--- src/rtl/mc_pkg.sv ---
// Shared types for the sum-of-products output cell.
// Assumes: the decoder yields one configuration word that the router consumes.
package mc_pkg;

    // Global architecture, indexed by {arch_hi, arch_lo}
    typedef enum logic [1:0] {
        ARCH_PARK   = 2'b00,
        ARCH_REG    = 2'b01,
        ARCH_SIMPLE = 2'b10,
        ARCH_CPLX   = 2'b11
    } arch_e;

    typedef enum logic [1:0] {OE_OFF, OE_ON, OE_GROUP, OE_TERM} oe_src_e;
    typedef enum logic [1:0] {FB_NONE, FB_REG, FB_PAD, FB_NBR} fb_src_e;
    typedef enum logic [1:0] {PIN_ZERO, PIN_REG, PIN_DATA, PIN_ALL} pin_src_e;

    typedef struct packed {
        oe_src_e  oe;
        fb_src_e  fb;
        pin_src_e pin;
    } cell_cfg_t;

endpackage

--- src/rtl/mc_decode.sv ---
// Mode decoder: turns the global and per-cell bits into source selections.
// Assumes: IS_CENTER marks a cell with no feedback path in always-on mode.
module mc_decode
    import mc_pkg::*;
#(
    parameter bit IS_CENTER = 1'b0
) (
    input  logic      arch_hi,
    input  logic      arch_lo,
    input  logic      cell_alt,
    output cell_cfg_t cfg
);

    arch_e     arch;
    cell_cfg_t simple_cfg;

    assign arch = arch_e'({arch_hi, arch_lo});

    // Always-on variant depends on whether the cell sits in the middle
    generate
        if (IS_CENTER) begin : g_center
            assign simple_cfg = '{oe: OE_ON, fb: FB_NONE, pin: PIN_ALL};
        end else begin : g_edge
            assign simple_cfg = cell_alt ? '{oe: OE_OFF, fb: FB_NBR, pin: PIN_ALL}
                                         : '{oe: OE_ON,  fb: FB_NBR, pin: PIN_ALL};
        end
    endgenerate

    // Select the configuration for the decoded architecture
    always_comb begin
        case (arch)
            ARCH_REG:    cfg = cell_alt ? '{oe: OE_TERM,  fb: FB_PAD, pin: PIN_DATA}
                                        : '{oe: OE_GROUP, fb: FB_REG, pin: PIN_REG};
            ARCH_CPLX:   cfg = '{oe: OE_TERM, fb: FB_PAD, pin: PIN_DATA};
            ARCH_SIMPLE: cfg = simple_cfg;
            default:     cfg = '{oe: OE_OFF, fb: FB_PAD, pin: PIN_ZERO};
        endcase
    end

endmodule

--- src/rtl/mc_sum.sv ---
// OR plane and polarity: full sum, data-only sum, and register next state.
// Assumes: term 0 doubles as enable term; register holds the inverse pad level.
module mc_sum #(
    parameter int NUM_TERMS = 8
) (
    input  logic [NUM_TERMS-1:0] terms,
    input  logic                 pol,
    output logic                 comb_all,
    output logic                 comb_data,
    output logic                 reg_d
);

    localparam int DATA_LO = 1;

    logic or_all;
    logic or_data;

    // Reduce the product terms
    assign or_all  = |terms;
    assign or_data = |terms[NUM_TERMS-1:DATA_LO];

    // Apply polarity, pol=1 passes the sum
    assign comb_all  = or_all  ^ ~pol;
    assign comb_data = or_data ^ ~pol;

    // Register keeps inverted pad level
    assign reg_d = ~comb_all;

endmodule

--- src/rtl/mc_state.sv ---
// Cell register with synchronous clear and synchronous preload.
// Assumes: clear has priority over preload, preload over data.
module mc_state (
    input  logic clk,
    input  logic rst_n,
    input  logic preload_en,
    input  logic preload_val,
    input  logic d,
    output logic q
);

    // Capture clear, preload or data at each edge
    always_ff @(posedge clk) begin
        if (!rst_n) begin
            q <= 1'b0;
        end else if (preload_en) begin
            q <= preload_val;
        end else begin
            q <= d;
        end
    end

endmodule

--- src/rtl/mc_route.sv ---
// Output, enable and feedback multiplexers driven by the decoded configuration.
// Assumes: enable term is terms[0]; a registered pad shows the inverted register.
module mc_route
    import mc_pkg::*;
(
    input  cell_cfg_t cfg,
    input  logic      q,
    input  logic      comb_all,
    input  logic      comb_data,
    input  logic      en_term,
    input  logic      grp_oe,
    input  logic      pad_in,
    input  logic      nbr_pad,
    output logic      pin_o,
    output logic      pin_oe,
    output logic      fb_o
);

    // Pad data source
    always_comb begin
        case (cfg.pin)
            PIN_REG:  pin_o = ~q;
            PIN_DATA: pin_o = comb_data;
            PIN_ALL:  pin_o = comb_all;
            default:  pin_o = 1'b0;
        endcase
    end

    // Pad enable source
    always_comb begin
        case (cfg.oe)
            OE_ON:    pin_oe = 1'b1;
            OE_GROUP: pin_oe = grp_oe;
            OE_TERM:  pin_oe = en_term;
            default:  pin_oe = 1'b0;
        endcase
    end

    // Feedback source
    always_comb begin
        case (cfg.fb)
            FB_REG:  fb_o = ~q;
            FB_PAD:  fb_o = pad_in;
            FB_NBR:  fb_o = nbr_pad;
            default: fb_o = 1'b0;
        endcase
    end

endmodule

--- src/rtl/sop_macrocell.sv ---
// Configurable output cell: OR plane, polarity, register, enable and feedback select.
// Assumes: NUM_TERMS >= 2; mode bits are quasi-static; reset is synchronous active low.
module sop_macrocell
    import mc_pkg::*;
#(
    parameter int NUM_TERMS = 8,
    parameter bit IS_CENTER = 1'b0
) (
    input  logic                 clk,
    input  logic                 rst_n,
    input  logic                 arch_hi,
    input  logic                 arch_lo,
    input  logic                 cell_alt,
    input  logic                 cell_pol,
    input  logic [NUM_TERMS-1:0] terms_i,
    input  logic                 grp_oe,
    input  logic                 pad_in,
    input  logic                 nbr_pad,
    input  logic                 preload_en,
    input  logic                 preload_val,
    output logic                 pin_o,
    output logic                 pin_oe,
    output logic                 fb_o
);

    cell_cfg_t cfg;
    logic      comb_all;
    logic      comb_data;
    logic      reg_d;
    logic      q;

    mc_decode #(.IS_CENTER(IS_CENTER)) u_dec (
        .arch_hi  (arch_hi),
        .arch_lo  (arch_lo),
        .cell_alt (cell_alt),
        .cfg      (cfg)
    );

    mc_sum #(.NUM_TERMS(NUM_TERMS)) u_sum (
        .terms     (terms_i),
        .pol       (cell_pol),
        .comb_all  (comb_all),
        .comb_data (comb_data),
        .reg_d     (reg_d)
    );

    mc_state u_state (
        .clk         (clk),
        .rst_n       (rst_n),
        .preload_en  (preload_en),
        .preload_val (preload_val),
        .d           (reg_d),
        .q           (q)
    );

    mc_route u_route (
        .cfg       (cfg),
        .q         (q),
        .comb_all  (comb_all),
        .comb_data (comb_data),
        .en_term   (terms_i[0]),
        .grp_oe    (grp_oe),
        .pad_in    (pad_in),
        .nbr_pad   (nbr_pad),
        .pin_o     (pin_o),
        .pin_oe    (pin_oe),
        .fb_o      (fb_o)
    );

endmodule

--- config.mk ---
export PLATFORM = sky130hd
export DESIGN_NAME = sop_macrocell
export DESIGN_NICKNAME = d
export VERILOG_FILES = /design/src/rtl/mc_pkg.sv /design/src/rtl/mc_decode.sv /design/src/rtl/mc_sum.sv /design/src/rtl/mc_state.sv /design/src/rtl/mc_route.sv /design/src/rtl/sop_macrocell.sv
export SDC_FILE = /design/constraint.sdc
export NUM_CORES = 1
export LEC_CHECK = 0
export ABC_AREA = 1
export BUFFER_PORTS_ARGS = -buffer_cell sky130_fd_sc_hd__clkbuf_2
export CORE_AREA = 2 2 39 41
export CTS_CLUSTER_SIZE = 12
export DETAILED_ROUTE_END_ITERATION = 16
export DIE_AREA = 0 0 41 43
export PLACE_DENSITY_LB_ADDON = 0.08
export SETUP_SLACK_MARGIN = 0.4
export SYNTH_ARGS = -nofsm -noshare
export SYNTH_HDL_FRONTEND = slang
export SYNTH_SLANG_ARGS = --single-unit
--- constraint.sdc ---
create_clock -name clk -period 0.9 [get_ports clk]
set_input_delay 0.18 -clock clk [delete_from_list [all_inputs] [get_ports clk]]
set_output_delay 0.18 -clock clk [all_outputs]
set_load 0.005 [all_outputs]
Word level (Yosys, flattened, before mapping)
Index checks and enable logic that the tools add are counted.
W data, S select, Z words.
Word-level totals
  bits of input ports: 19
  register bits: 1
Cells by class
  reductions and logical operators: 2
  equal/unequal tests: 12
  multiplexer cells: 7
  bitwise gates (word level): 5
Operator list (count)
  $pmux W6 S3: 1
  $eq A2 B2 Y1 const B: 8
  $mux W5: 2
  $pmux W1 S3: 3
  $eq A2 B1 Y1 const B: 4
  $reduce_or A8 Y1: 1
  $reduce_or A7 Y1: 1
  $not A1 Y1: 3
  $xor A1 B1 Y1: 2
  $mux W1: 1

Depth between registers and ports, before layout
  depth after elaboration: 4
  depth in mapped cells: 7

Hierarchy
Synthesis repeated with hierarchy kept, for this count alone.
Unflattened totals
  cells, all modules: 58
  area total of the unflattened synthesis: 279.0 sq um
By module, submodules not included
  mc_sum: seq. area each 0.0 sq um, cells each 20, instances 1, area an instance 98.8 sq um
  mc_route: seq. area each 0.0 sq um, cells each 20, instances 1, area an instance 85.1 sq um
  mc_decode: seq. area each 0.0 sq um, cells each 12, instances 1, area an instance 53.8 sq um
  mc_state: seq. area each 20.0 sq um, cells each 6, instances 1, area an instance 41.3 sq um

Worst setup path after synthesis
OpenSTA, ideal clock, no wires.
  path kind: input to output
  start point: in terms_i[5]
  end point: out pin_o
  data arrival time: 0.649 ns
  path buffers: 0
  setup slack: 0.071 ns
  stages on the path: 5
  path through: nor2_2 nand2_1 o21ai_1 nand3_1 nand3_1
Between the ends
  longest elaborated chain between the ends: 3
  elaborated cells between the ends (all ways): 5
  those cells by class: mux: 1; bitwise: 2; reduce/logical: 2
RTL lines
  start: declaration: line sop_macrocell.sv:15  | input logic [NUM_TERMS-1:0] terms_i,
  $reduce_or A8 Y1 or $reduce_or A7 Y1 (tied branches): line mc_sum.sv:19, mc_sum.sv:20
  $xor A1 B1 Y1 (on tied branches): line mc_sum.sv:23, mc_sum.sv:24
  $pmux W1 S3 (*): line mc_route.sv:21  | case (cfg.pin)
  end: declaration: line sop_macrocell.sv:21  | output logic pin_o,
Mark *: on every way between the ends. The rest lies on a longest branch, timed or not.

Worst setup path in the final report
  start point: in terms_i[2]
  end point: out pin_o
Same word-level chain as after synthesis.

==> impl.org <==
** Finish
- Proportion of layout cells with a drive suffix above 1 :: 61.2%
- Register containing the most flip-flops in the final layout :: u_state.q
- # nets final :: 88
- At the end of the flow the core is filled with cells to 35.6%.
- The count of cells in the finished layout, fillers not included, comes to between 80 and 90.
- The repair_antennas step left the layout with diodes totalling 0.
- The largest registers in the layout are u_state.q: 1 flops.
- Number of flip-flops in the largest register :: 1
- Post-route cell area :: 493 um2
- Area added between synthesis and finish :: 145%

** STA
- In the final timing run, aggregate negative setup slack is -400 ps.
- Setup-failing EPs final :: 4
- Count of final hold-check violations :: 0
- Relative max-transition margin :: a little over four fifths
- Setup repair after global routing could not meet its margin everywhere.
- Static timing analysis puts the maximum clock frequency at 924 MHz.
- Min cycle time layout :: 1080 ps
- Final worst path period share :: 120%
- Final critical-path setup slack :: -183 ps
- At the pin with the least slew margin, the transition time is 232 ps.
- Count of final max-slew check failures :: 0

** Place
- Cell count after placement :: 83
- Once placement finished, the instance area stood at 374 um2.
- Routability-driven placement finished with a final weighted congestion of 0.617.
- Detailed placement ended at an HPWL of 549 um.
- Count of input and output buffers :: 21

** Setup path
- Type of element launching the critical path :: primary input
- Origin of the worst setup path :: terms_i[2]
- Critical Setup Path Class :: primary input to output port
- Required time at the endpoint of the critical path :: 720 ps
- The critical path ends at pin_o.
- Along the worst path, the maximum fanout reaches 2.
- STA puts the critical path data arrival time at 900 ps.
- Critical Path End Type :: output port

** Synth
- After synthesis, the cell types taking the most area are nand2_1 (26%), nor2_1 (19%), inv_1 (13%), dfxtp_1 (9.9%), nand3_1 (7.5%).
- Sequential-to-total area share from yosys stat :: 9.94%
- Number of warning messages in the yosys log :: 0
- Counting distinct cell types in the post-synthesis netlist gives 12.
- The share of synthesized area in the top cell type comes to 26.1%.
- Counting flops and latches in the post-synthesis netlist gives 1.
- The number of nets in the synthesized netlist is 62.
- Of all cell types, the one taking the most synthesized area is nand2_1.
- Number of instances in the synthesized netlist :: 43
- Dividing the synthesized area by the synthesized cell count gives 4.68 um2.
- The mapped netlist covers 201 um2.

** Status
- Failing checks :: negative setup slack
- The flow ran to the end, but the final reports show violations.

** Worst hold path
- The min-delay analysis places its worst path in the category primary input to flop.
- Along the worst hold path, the cell count comes to 4.

** Die
- Overall die area :: 1760 um2
- Initial core utilization :: 14.6%
- 22 I/O pins were placed.
- The region available for standard cell placement spans 1380 um2.
- Die height :: 43 um
- Standard-cell rows :: 14
- Die span in x :: 41 um

** Routing
- The final layout contains routed wiring with a total length of 660 um.
- The first TritonRoute pass finished after 2 iterations.
- The detail route stage leaves a number of antenna-violating nets equal to 0.
- For this block, the via count after detailed routing is roughly 350.
- After detailed routing, the average wire length per cell comes to 7.95 um.
- Ratio of routed vias to standard cells :: approximately 4.2
- Number of DRC markers in iteration 0 :: 3
- Detailed-route DRC error count :: 0

** Run
- The tool flagged a number of max-cap violations equal to 0.

** GRT
- Largest net degree at the start of global routing :: 5
- Global routing finished with a remaining overflow of 0.
- In the global route stage, overall resource usage came out at 7.20%.
- The number of global-route vias before repair was 288.
- The number of antenna violations at the first check in global routing came to 0.
- First-pass GRT wire length :: 945 um

** Power
- Static leakage :: 0.000244 uW
- Power spread over the standard cell area amounts to approximately 470 nW/um2.
- Across the VDD grid, the largest voltage drop is 126 uV.

** Clock tree
- Clock input transition at the sequential cells of the worst setup and hold paths :: 0 ps
- Buffer count from post-CTS setup fixing :: 0
## through the flow
step                power (uW)  setup WS (ps)  hold slack [ps]
detailed placement         183           -198              475
finish                     234           -183              470
global placement           184           -199              469
CTS                        219           -183              475
floorplan                  104           80.6              364
global route               253           -260              511
## cells in the final DEF, fill, tap and decap left out, types with 2 or more instances in the layout
| cell | Yosys | final |
|---|---|---|
| clkbuf_2 | 0 | 12 |
| nand2_1 | 14 | 11 |
| nor2_2 | 1 | 7 |
| inv_1 | 7 | 6 |
| buf_6 | 0 | 4 |
| nor2_4 | 0 | 3 |
| nand2_2 | 0 | 3 |
| nand3_1 | 3 | 3 |
| buf_4 | 0 | 3 |
| o21ai_2 | 0 | 2 |
| clkbuf_16 | 0 | 2 |
| buf_2 | 0 | 2 |
## what timing repair did
item | 4_1_cts | 5_1_grt
setup endpoints to repair | 4 | 4
hold buffers | 0 | 0
resized for setup | 16 | 15
hold endpoints to repair | 0 | 0
gates cloned | 0 | 0
pin swaps | 15 | 17
## synthesized netlist by cell type
library cell	count
o311ai_1	1
dfxtp_1	1
nand3_1	3
nor2_2	1
o21ai_1	2
nor3_1	1
nor2_1	10
inv_1	7
nand3b_1	1
o21ai_0	1
a21boi_0	1
nand2_1	14
## worst min-delay path by stage
stage,startpoint,endpoint
final,preload_en,u_state.q
after global routing,preload_en,u_state.q
after CTS,preload_en,u_state.q
after detailed placement,preload_en,u_state.q
after floorplan,preload_en,u_state.q
after global placement,preload_en,u_state.q
## kinds of logic after synthesis
group	after synthesis	synth area share, %
simple gates	30	61.5
flops	1	9.94
buf+inv	7	13.0
compound gates	5	15.5
## where the power goes
| group | switching [uW] | internal [uW] |
|---|---|---|
| Combinational | 77.9 | 107 |
| Clock | 0 | 0 |
| Sequential | 0.622 | 48.4 |
## metal layers
metal,vias up,wire length [um],GRT usage (%)
li1,186,-,-
met1,147,257,8.57
met2,15,343,14.1
met3,0,58,0
met4,0,0,0
met5,-,0,0
## worst max-delay path: stages
cell	delay (ps)
buf_6	90
nor2_2	90
nand2_1	90
nor2_2	110
nand2_1	70
nand3_1	70
nand3_1	70
buf_2	130
## layout make-up
| class | count | area [um2] |
|---|---|---|
| Tap cell | 16 | 20.0 |
| Multi-Input combinational cell | 35 | 219 |
| Sequential cell | 1 | 20.0 |
| Inverter | 7 | 31.3 |
| Fill cell | 159 | 891 |
| Timing Repair Buffer | 24 | 203 |
(Power assumes the default switching activity.)
